File: config.mk
export PLATFORM = sky130hd
export DESIGN_NAME = irq_latch_ctrl
export DESIGN_NICKNAME = d
export VERILOG_FILES = /design/src/rtl/irq_latch_pkg.sv /design/src/rtl/irq_addr_dec.sv /design/src/rtl/irq_bank.sv /design/src/rtl/irq_rd_mux.sv /design/src/rtl/irq_latch_ctrl.sv
export SDC_FILE = /design/constraint.sdc
export NUM_CORES = 1
export LEC_CHECK = 0
export BUFFER_PORTS_ARGS = -buffer_cell sky130_fd_sc_hd__clkbuf_2
export CAP_MARGIN = 30
export CORE_AREA = 2 2 150 262
export DETAILED_ROUTE_END_ITERATION = 12
export DIE_AREA = 0 0 152 264
export SKIP_CTS_REPAIR_TIMING = 1
export SYNTH_ARGS = -nofsm -noshare
export SYNTH_HDL_FRONTEND = slang
export SYNTH_SLANG_ARGS = --single-unit
File: constraint.sdc
create_clock -name clk -period 1.9 [get_ports clk]
set_input_delay 0.19 -clock clk [delete_from_list [all_inputs] [get_ports clk]]
set_output_delay 0.19 -clock clk [all_outputs]
set_load 0.005 [all_outputs]
File: src/rtl/irq_latch_pkg.sv
package irq_latch_pkg;

    // Register slot within a bank, taken from byte address bits [3:2]
    typedef enum logic [1:0] {
        SEL_EVENT  = 2'd0,
        SEL_ENABLE = 2'd1,
        SEL_ACK    = 2'd2,
        SEL_LEVEL  = 2'd3
    } reg_sel_e;

    localparam int unsigned SLOT_BYTES = 16;

endpackage

File: src/rtl/irq_addr_dec.sv
module irq_addr_dec
    import irq_latch_pkg::*;
#(
    parameter int unsigned NUM_BANKS = 2,
    parameter int unsigned ADDR_W    = 6
) (
    input  logic [ADDR_W-1:2]    word_addr,
    output logic [NUM_BANKS-1:0] bank_hit,
    output reg_sel_e             sel
);
    localparam int unsigned SLOT_W = ADDR_W - 4;

    logic [SLOT_W-1:0] slot;

    assign slot = word_addr[ADDR_W-1:4];
    assign sel  = reg_sel_e'(word_addr[3:2]);

    // Bank b sits at slot (NUM_BANKS - b); lowest lines take the highest slot
    for (genvar b = 0; b < NUM_BANKS; b++) begin : g_hit
        localparam logic [SLOT_W-1:0] MY_SLOT = SLOT_W'(NUM_BANKS - b);
        assign bank_hit[b] = (slot == MY_SLOT);
    end

endmodule

File: src/rtl/irq_bank.sv
module irq_bank #(
    parameter int unsigned     LINES    = 32,
    parameter logic [LINES-1:0] LVL_MASK = '0
) (
    input  logic             clk,
    input  logic             rst_n,
    input  logic [LINES-1:0] lines,
    input  logic             en_we,
    input  logic             ack_we,
    input  logic [LINES-1:0] wdata,
    output logic [LINES-1:0] en_q,
    output logic [LINES-1:0] ev_q,
    output logic [LINES-1:0] prev_q,
    output logic             req
);
    localparam logic [LINES-1:0] EDGE_MASK = ~LVL_MASK;

    logic [LINES-1:0] rise;
    logic [LINES-1:0] set_v;
    logic [LINES-1:0] clr_v;
    logic [LINES-1:0] ev_d;

    always_comb begin
        rise  = lines & ~prev_q;
        set_v = rise & en_q & EDGE_MASK;
        clr_v = ack_we ? wdata : '0;
        // a new edge outranks an acknowledge in the same cycle
        ev_d  = (ev_q & ~clr_v) | set_v;
    end

    always_ff @(posedge clk or negedge rst_n) begin
        if (!rst_n) begin
            en_q   <= '0;
            ev_q   <= '0;
            prev_q <= '0;
        end else begin
            prev_q <= lines;
            ev_q   <= ev_d;
            if (en_we) begin
                en_q <= wdata;
            end
        end
    end

    assign req = |((ev_q | (lines & LVL_MASK)) & en_q);

endmodule

File: src/rtl/irq_rd_mux.sv
module irq_rd_mux
    import irq_latch_pkg::*;
#(
    parameter int unsigned NUM_BANKS = 2,
    parameter int unsigned LINES     = 32
) (
    input  logic                       clk,
    input  logic                       rst_n,
    input  logic                       rd_en,
    input  logic [NUM_BANKS-1:0]       bank_hit,
    input  reg_sel_e                   sel,
    input  logic [NUM_BANKS*LINES-1:0] ev_all,
    input  logic [NUM_BANKS*LINES-1:0] en_all,
    input  logic [NUM_BANKS*LINES-1:0] lvl_all,
    output logic [LINES-1:0]           rdata
);
    logic [LINES-1:0] word_d;

    always_comb begin
        word_d = '0;
        for (int b = 0; b < NUM_BANKS; b++) begin
            if (bank_hit[b]) begin
                unique case (sel)
                    SEL_EVENT:  word_d = ev_all[b*LINES +: LINES];
                    SEL_ENABLE: word_d = en_all[b*LINES +: LINES];
                    SEL_ACK:    word_d = '0;
                    SEL_LEVEL:  word_d = lvl_all[b*LINES +: LINES];
                endcase
            end
        end
    end

    always_ff @(posedge clk or negedge rst_n) begin
        if (!rst_n) begin
            rdata <= '0;
        end else if (rd_en) begin
            rdata <= word_d;
        end
    end

endmodule

File: src/rtl/irq_latch_ctrl.sv
module irq_latch_ctrl
    import irq_latch_pkg::*;
#(
    parameter int unsigned NUM_BANKS = 2,
    parameter int unsigned LINES     = 32,
    parameter int unsigned ADDR_W    = 6,
    parameter logic [NUM_BANKS*LINES-1:0] LVL_MASK = 64'h0000_0000_1FF0_0000
) (
    input  logic                       clk,
    input  logic                       rst_n,
    input  logic [NUM_BANKS*LINES-1:0] irq_lines,
    input  logic [ADDR_W-1:0]          addr,
    input  logic [LINES-1:0]           wdata,
    input  logic                       wr_en,
    input  logic                       rd_en,
    output logic [LINES-1:0]           rdata,
    output logic                       irq_req
);
    localparam int unsigned TOTAL = NUM_BANKS * LINES;

    logic [NUM_BANKS-1:0] bank_hit;
    reg_sel_e             sel;
    logic [TOTAL-1:0]     en_all;
    logic [TOTAL-1:0]     ev_all;
    logic [TOTAL-1:0]     prev_all;
    logic [NUM_BANKS-1:0] bank_req;
    logic                 unused_byte_lane;

    assign unused_byte_lane = ^addr[1:0];

    irq_addr_dec #(
        .NUM_BANKS (NUM_BANKS),
        .ADDR_W    (ADDR_W)
    ) u_dec (
        .word_addr (addr[ADDR_W-1:2]),
        .bank_hit  (bank_hit),
        .sel       (sel)
    );

    for (genvar b = 0; b < NUM_BANKS; b++) begin : g_bank
        logic en_we;
        logic ack_we;

        assign en_we  = wr_en & bank_hit[b] & (sel == SEL_ENABLE);
        assign ack_we = wr_en & bank_hit[b] & (sel == SEL_ACK);

        irq_bank #(
            .LINES    (LINES),
            .LVL_MASK (LVL_MASK[b*LINES +: LINES])
        ) u_bank (
            .clk    (clk),
            .rst_n  (rst_n),
            .lines  (irq_lines[b*LINES +: LINES]),
            .en_we  (en_we),
            .ack_we (ack_we),
            .wdata  (wdata),
            .en_q   (en_all[b*LINES +: LINES]),
            .ev_q   (ev_all[b*LINES +: LINES]),
            .prev_q (prev_all[b*LINES +: LINES]),
            .req    (bank_req[b])
        );
    end

    irq_rd_mux #(
        .NUM_BANKS (NUM_BANKS),
        .LINES     (LINES)
    ) u_rd (
        .clk      (clk),
        .rst_n    (rst_n),
        .rd_en    (rd_en),
        .bank_hit (bank_hit),
        .sel      (sel),
        .ev_all   (ev_all),
        .en_all   (en_all),
        .lvl_all  (irq_lines),
        .rdata    (rdata)
    );

    assign irq_req = |bank_req;

endmodule

==> flow_summary_export.csv <==
group,metric,value,unit
status,status,"finished with violations",
status,violations,"hold timing, setup timing",
synthesis,ys_top_cells_by_area,"dfrtp_1 (57%), o2bb2ai_1 (11%), mux2_2 (7.7%), mux2i_1 (6.8%), nand2_1 (4.3%)",
global_routing,grt_overflow,0,
layout,areaGrowthSynthToFinish,39.7,%
timing,worstMarginPinSlew,0.540,ns
global_routing,grt_max_degree,65,
worst_setup_path,start_kind,"register",
clock_tree,h-tree-depth,1,
synthesis,syn_area,9390,µm²
synthesis,synth-seq-area-share,0.573,
worst_setup_path,crit_required,1.71,ns
timing,skew,0.0108,ns
worst_setup_path,r2r-start,"g_bank[1].u_bank.en_q[0]",
worst_setup_path,reg2reg_depth,5,
clock_tree,clockRootBuffer,"clkbuf_16",
synthesis,synthCells,781,
clock_tree,clk_pin_slew,0.07,ns
worst_setup_path,cp.arrival,2.49,ns
worst_setup_path,cp_cell_sequence,"o21ai_0, buf_4, nand3_1, or4_1, or4_4, clkbuf_2",
detailed_routing,drc,0,
worst_setup_path,cpLargestDelayFamily,"simple AND/OR/NAND/NOR gates",
place,postPlaceCellArea,11700,µm²
synthesis,yosys.area.top_type,"dfrtp_1",
floorplanning,die_x,152,µm
timing,slew_viol_final,0,
synthesis,synth_cell_type_count,27,
timing,rsz0062_at_grt,"true",
run,drv_cap,0,
synthesis,syn_nets,887,
layout,finalInstanceArea,13100,µm²
timing,hold_viol_final,7,
floorplanning,die_h,264,µm
worst_setup_path,slowest_delay,0.54,ns
floorplanning,num_rows,95,
global_routing,gr-usage-met3,0.0276,
worst_setup_path,crit_type,"reg -> out",
detailed_routing,ant_nets,0,
timing,post-route-period-util,1.41,
global_routing,grt.met2_usage,0.290,
global_routing,antenna_found_initial,5,
place,placed_cells,1491,
power_and_ir_drop,intPower,0.00914,W
layout,multi_input_area,3840,µm²
detailed_routing,num_vias,7766,
layout,regArea,5380,µm²
worst_setup_path,cp_slowest_cell,"or4_1",
floorplanning,die_area,40100,µm²
timing,setup_slack,-0.782,ns
synthesis,synth_area_per_cell,12.0,µm²
floorplanning,coreArea,38200,µm²
layout,final_common_cell,"dfrtp_1",
place,dp_hpwl,22500,µm
power_and_ir_drop,p_clk_frac,0.298,
global_routing,grt-busiest-layer,"met2",
timing,max_slew_margin,0.640,
power_and_ir_drop,seqPwrFrac,0.449,
timing,fmax,373,MHz
clock_tree,clk_latency,0.51,ns
worst_setup_path,reg2reg_to,"u_rd.rdata[0]",
worst_setup_path,worstSetupStartpoint,"g_bank[0].u_bank.ev_q[23]",
power_and_ir_drop,leakage,5.68,nW
clock_tree,cts_buffer_depth,3,
synthesis,synth_top_area_frac,0.573,
detailed_routing,first_pass_iters,5,
timing,fin_crit,2.68,ns
worst_setup_path,crit_path_end_kind,"primary output",
global_routing,grt_pass1_vias,8023,
layout,stdcell_count,1607,
clock_tree,cts_tree,"done",
synthesis,ys_ff_latch,215,
worst_setup_path,cp_max_fo,2,
place,place_congestion,0.839,
floorplanning,io_pins,139,
worst_setup_path,cp.buffers_inverters,2,
synthesis,yosys_warnings,0,
detailed_routing,vias_per_cell,4.83,
place,port_buffers,136,
timing,whs,-0.0153,ns
power_and_ir_drop,combPwrFrac,0.253,
global_routing,use_met1,0.174,
layout,nNetsFinal,1211,
layout,final.fill_count,3729,
power_and_ir_drop,p_sw,0.00369,W
timing,setup_viol,1,
clock_tree,cts_buffers,19,
detailed_routing,drtIter0Drc,547,
global_routing,grt_use_total,0.157,
layout,drive_above_1_share,0.337,
clock_tree,clkSinkCount,215,
floorplanning,start_util,0.246,
worst_hold_path,hold_class,"in -> reg",
detailed_routing,avgRoutedWirePerCell,20.1,µm
global_routing,grt_pass1_wl,49000,µm
power_and_ir_drop,switching_share,0.287,
worst_setup_path,r2r_setup_slack,0.46,ns
place,pre_cts_ws,-0.422,ns
worst_hold_path,hold_end,"g_bank[0].u_bank.en_q[31]",
power_and_ir_drop,powerDensity,978,nW/µm²
worst_hold_path,hp-start,"wdata[31]",
power_and_ir_drop,ir_drop,673,µV
layout,final_cell_mix,"dfrtp_1 (215), clkbuf_2 (134), buf_4 (123), o2bb2ai_1 (117), nand2_1 (108)",
detailed_routing,routed_wirelength,32200,µm
worst_hold_path,min_path_cells,2,
worst_setup_path,cp_num_cells,6,
[worst register-to-register path: cells and delay by family (launching register included)]
kind                   cells  cell delay [ns]
AO/OA/AOI/OAI              3             0.66
buffers and inverters      1             0.14
flip-flops                 1             0.39
multiplexers               1             0.14
[how the worst max path moves through the flow]
| stage | endpoint | slack (ns) |
|---|---|---|
| 3_5_place_dp | irq_req | -0.42 |
| 4_1_cts | irq_req | -0.99 |
| 5_1_grt | irq_req | -0.82 |
| 6_report | irq_req | -0.78 |
| 3_3_place_gp | irq_req | -0.42 |
| 2_1_floorplan | irq_req | 0.17 |
[cell families after synthesis]
family          synth area share
buf+inv                   0.0221
flops                      0.573
simple gates              0.0686
compound gates             0.191
mux                        0.145
[cells in the mapped netlist]
master	number
mux2i_1	64
o2bb2ai_1	117
a221oi_1	9
a21oi_1	32
or4_1	2
nand4_1	6
buf_2	13
buf_4	1
a21boi_0	9
o21ai_0	9
a222oi_1	1
nand2_1	108
dfrtp_1	215
clkbuf_1	28
a22o_1	9
and2_1	1
mux2_2	64
nor2_1	36
nand3_1	1
buf_1	6
nor2b_1	2
nand2b_1	2
a22oi_1	38
a32o_1	2
nand3b_1	2
inv_1	2
a22oi_2	2
[state kept, by name, indices dropped and copies added (netlist names)]
name,flops
u_rd.rdata,32
g_bank.u_bank.ev_q,64
g_bank.u_bank.prev_q,55
g_bank.u_bank.en_q,64
[final cells by class]
class / instances / share of cell area
inverter: 2 / 0.000572
tap: 485 / 0.0463
clock buffer: 26 / 0.0390
multi-input combinational: 516 / 0.293
clock inverter: 8 / 0.00544
sequential: 215 / 0.410
timing repair buffer: 351 / 0.205
antenna: 4 / 0.000763
[per-stage QoR]
step,utilization,hold slack [ns],total power [W],setup TNS (ns)
2_1_floorplan,-,-0.106,0.00713,0
3_3_place_gp,0.307,0.158,0.00886,-0.424
3_5_place_dp,0.307,0.167,0.00893,-0.422
4_1_cts,0.323,-0.387,0.0128,-0.994
5_1_grt,0.344,0.000144,0.0134,-0.825
6_report,0.344,-0.0153,0.0128,-0.782
[power by group through the flow]
stage | sequential, W | clock [W] | combinational (W)
floorplan | 0.00581 | 0 | 0.00132
global placement | 0.00581 | 0 | 0.00305
detailed placement | 0.00584 | 0 | 0.00310
CTS | 0.00575 | 0.00395 | 0.00311
global route | 0.00584 | 0.00407 | 0.00352
finish | 0.00576 | 0.00383 | 0.00324
[metal layers]
metal	vias to the layer above	share of wire
met2	199	0.54
met4	2	0.035
met5	-	0.00034
met3	62	0.038
li1	3579	-
met1	3924	0.39
Power figures use the tool's default switching activity.
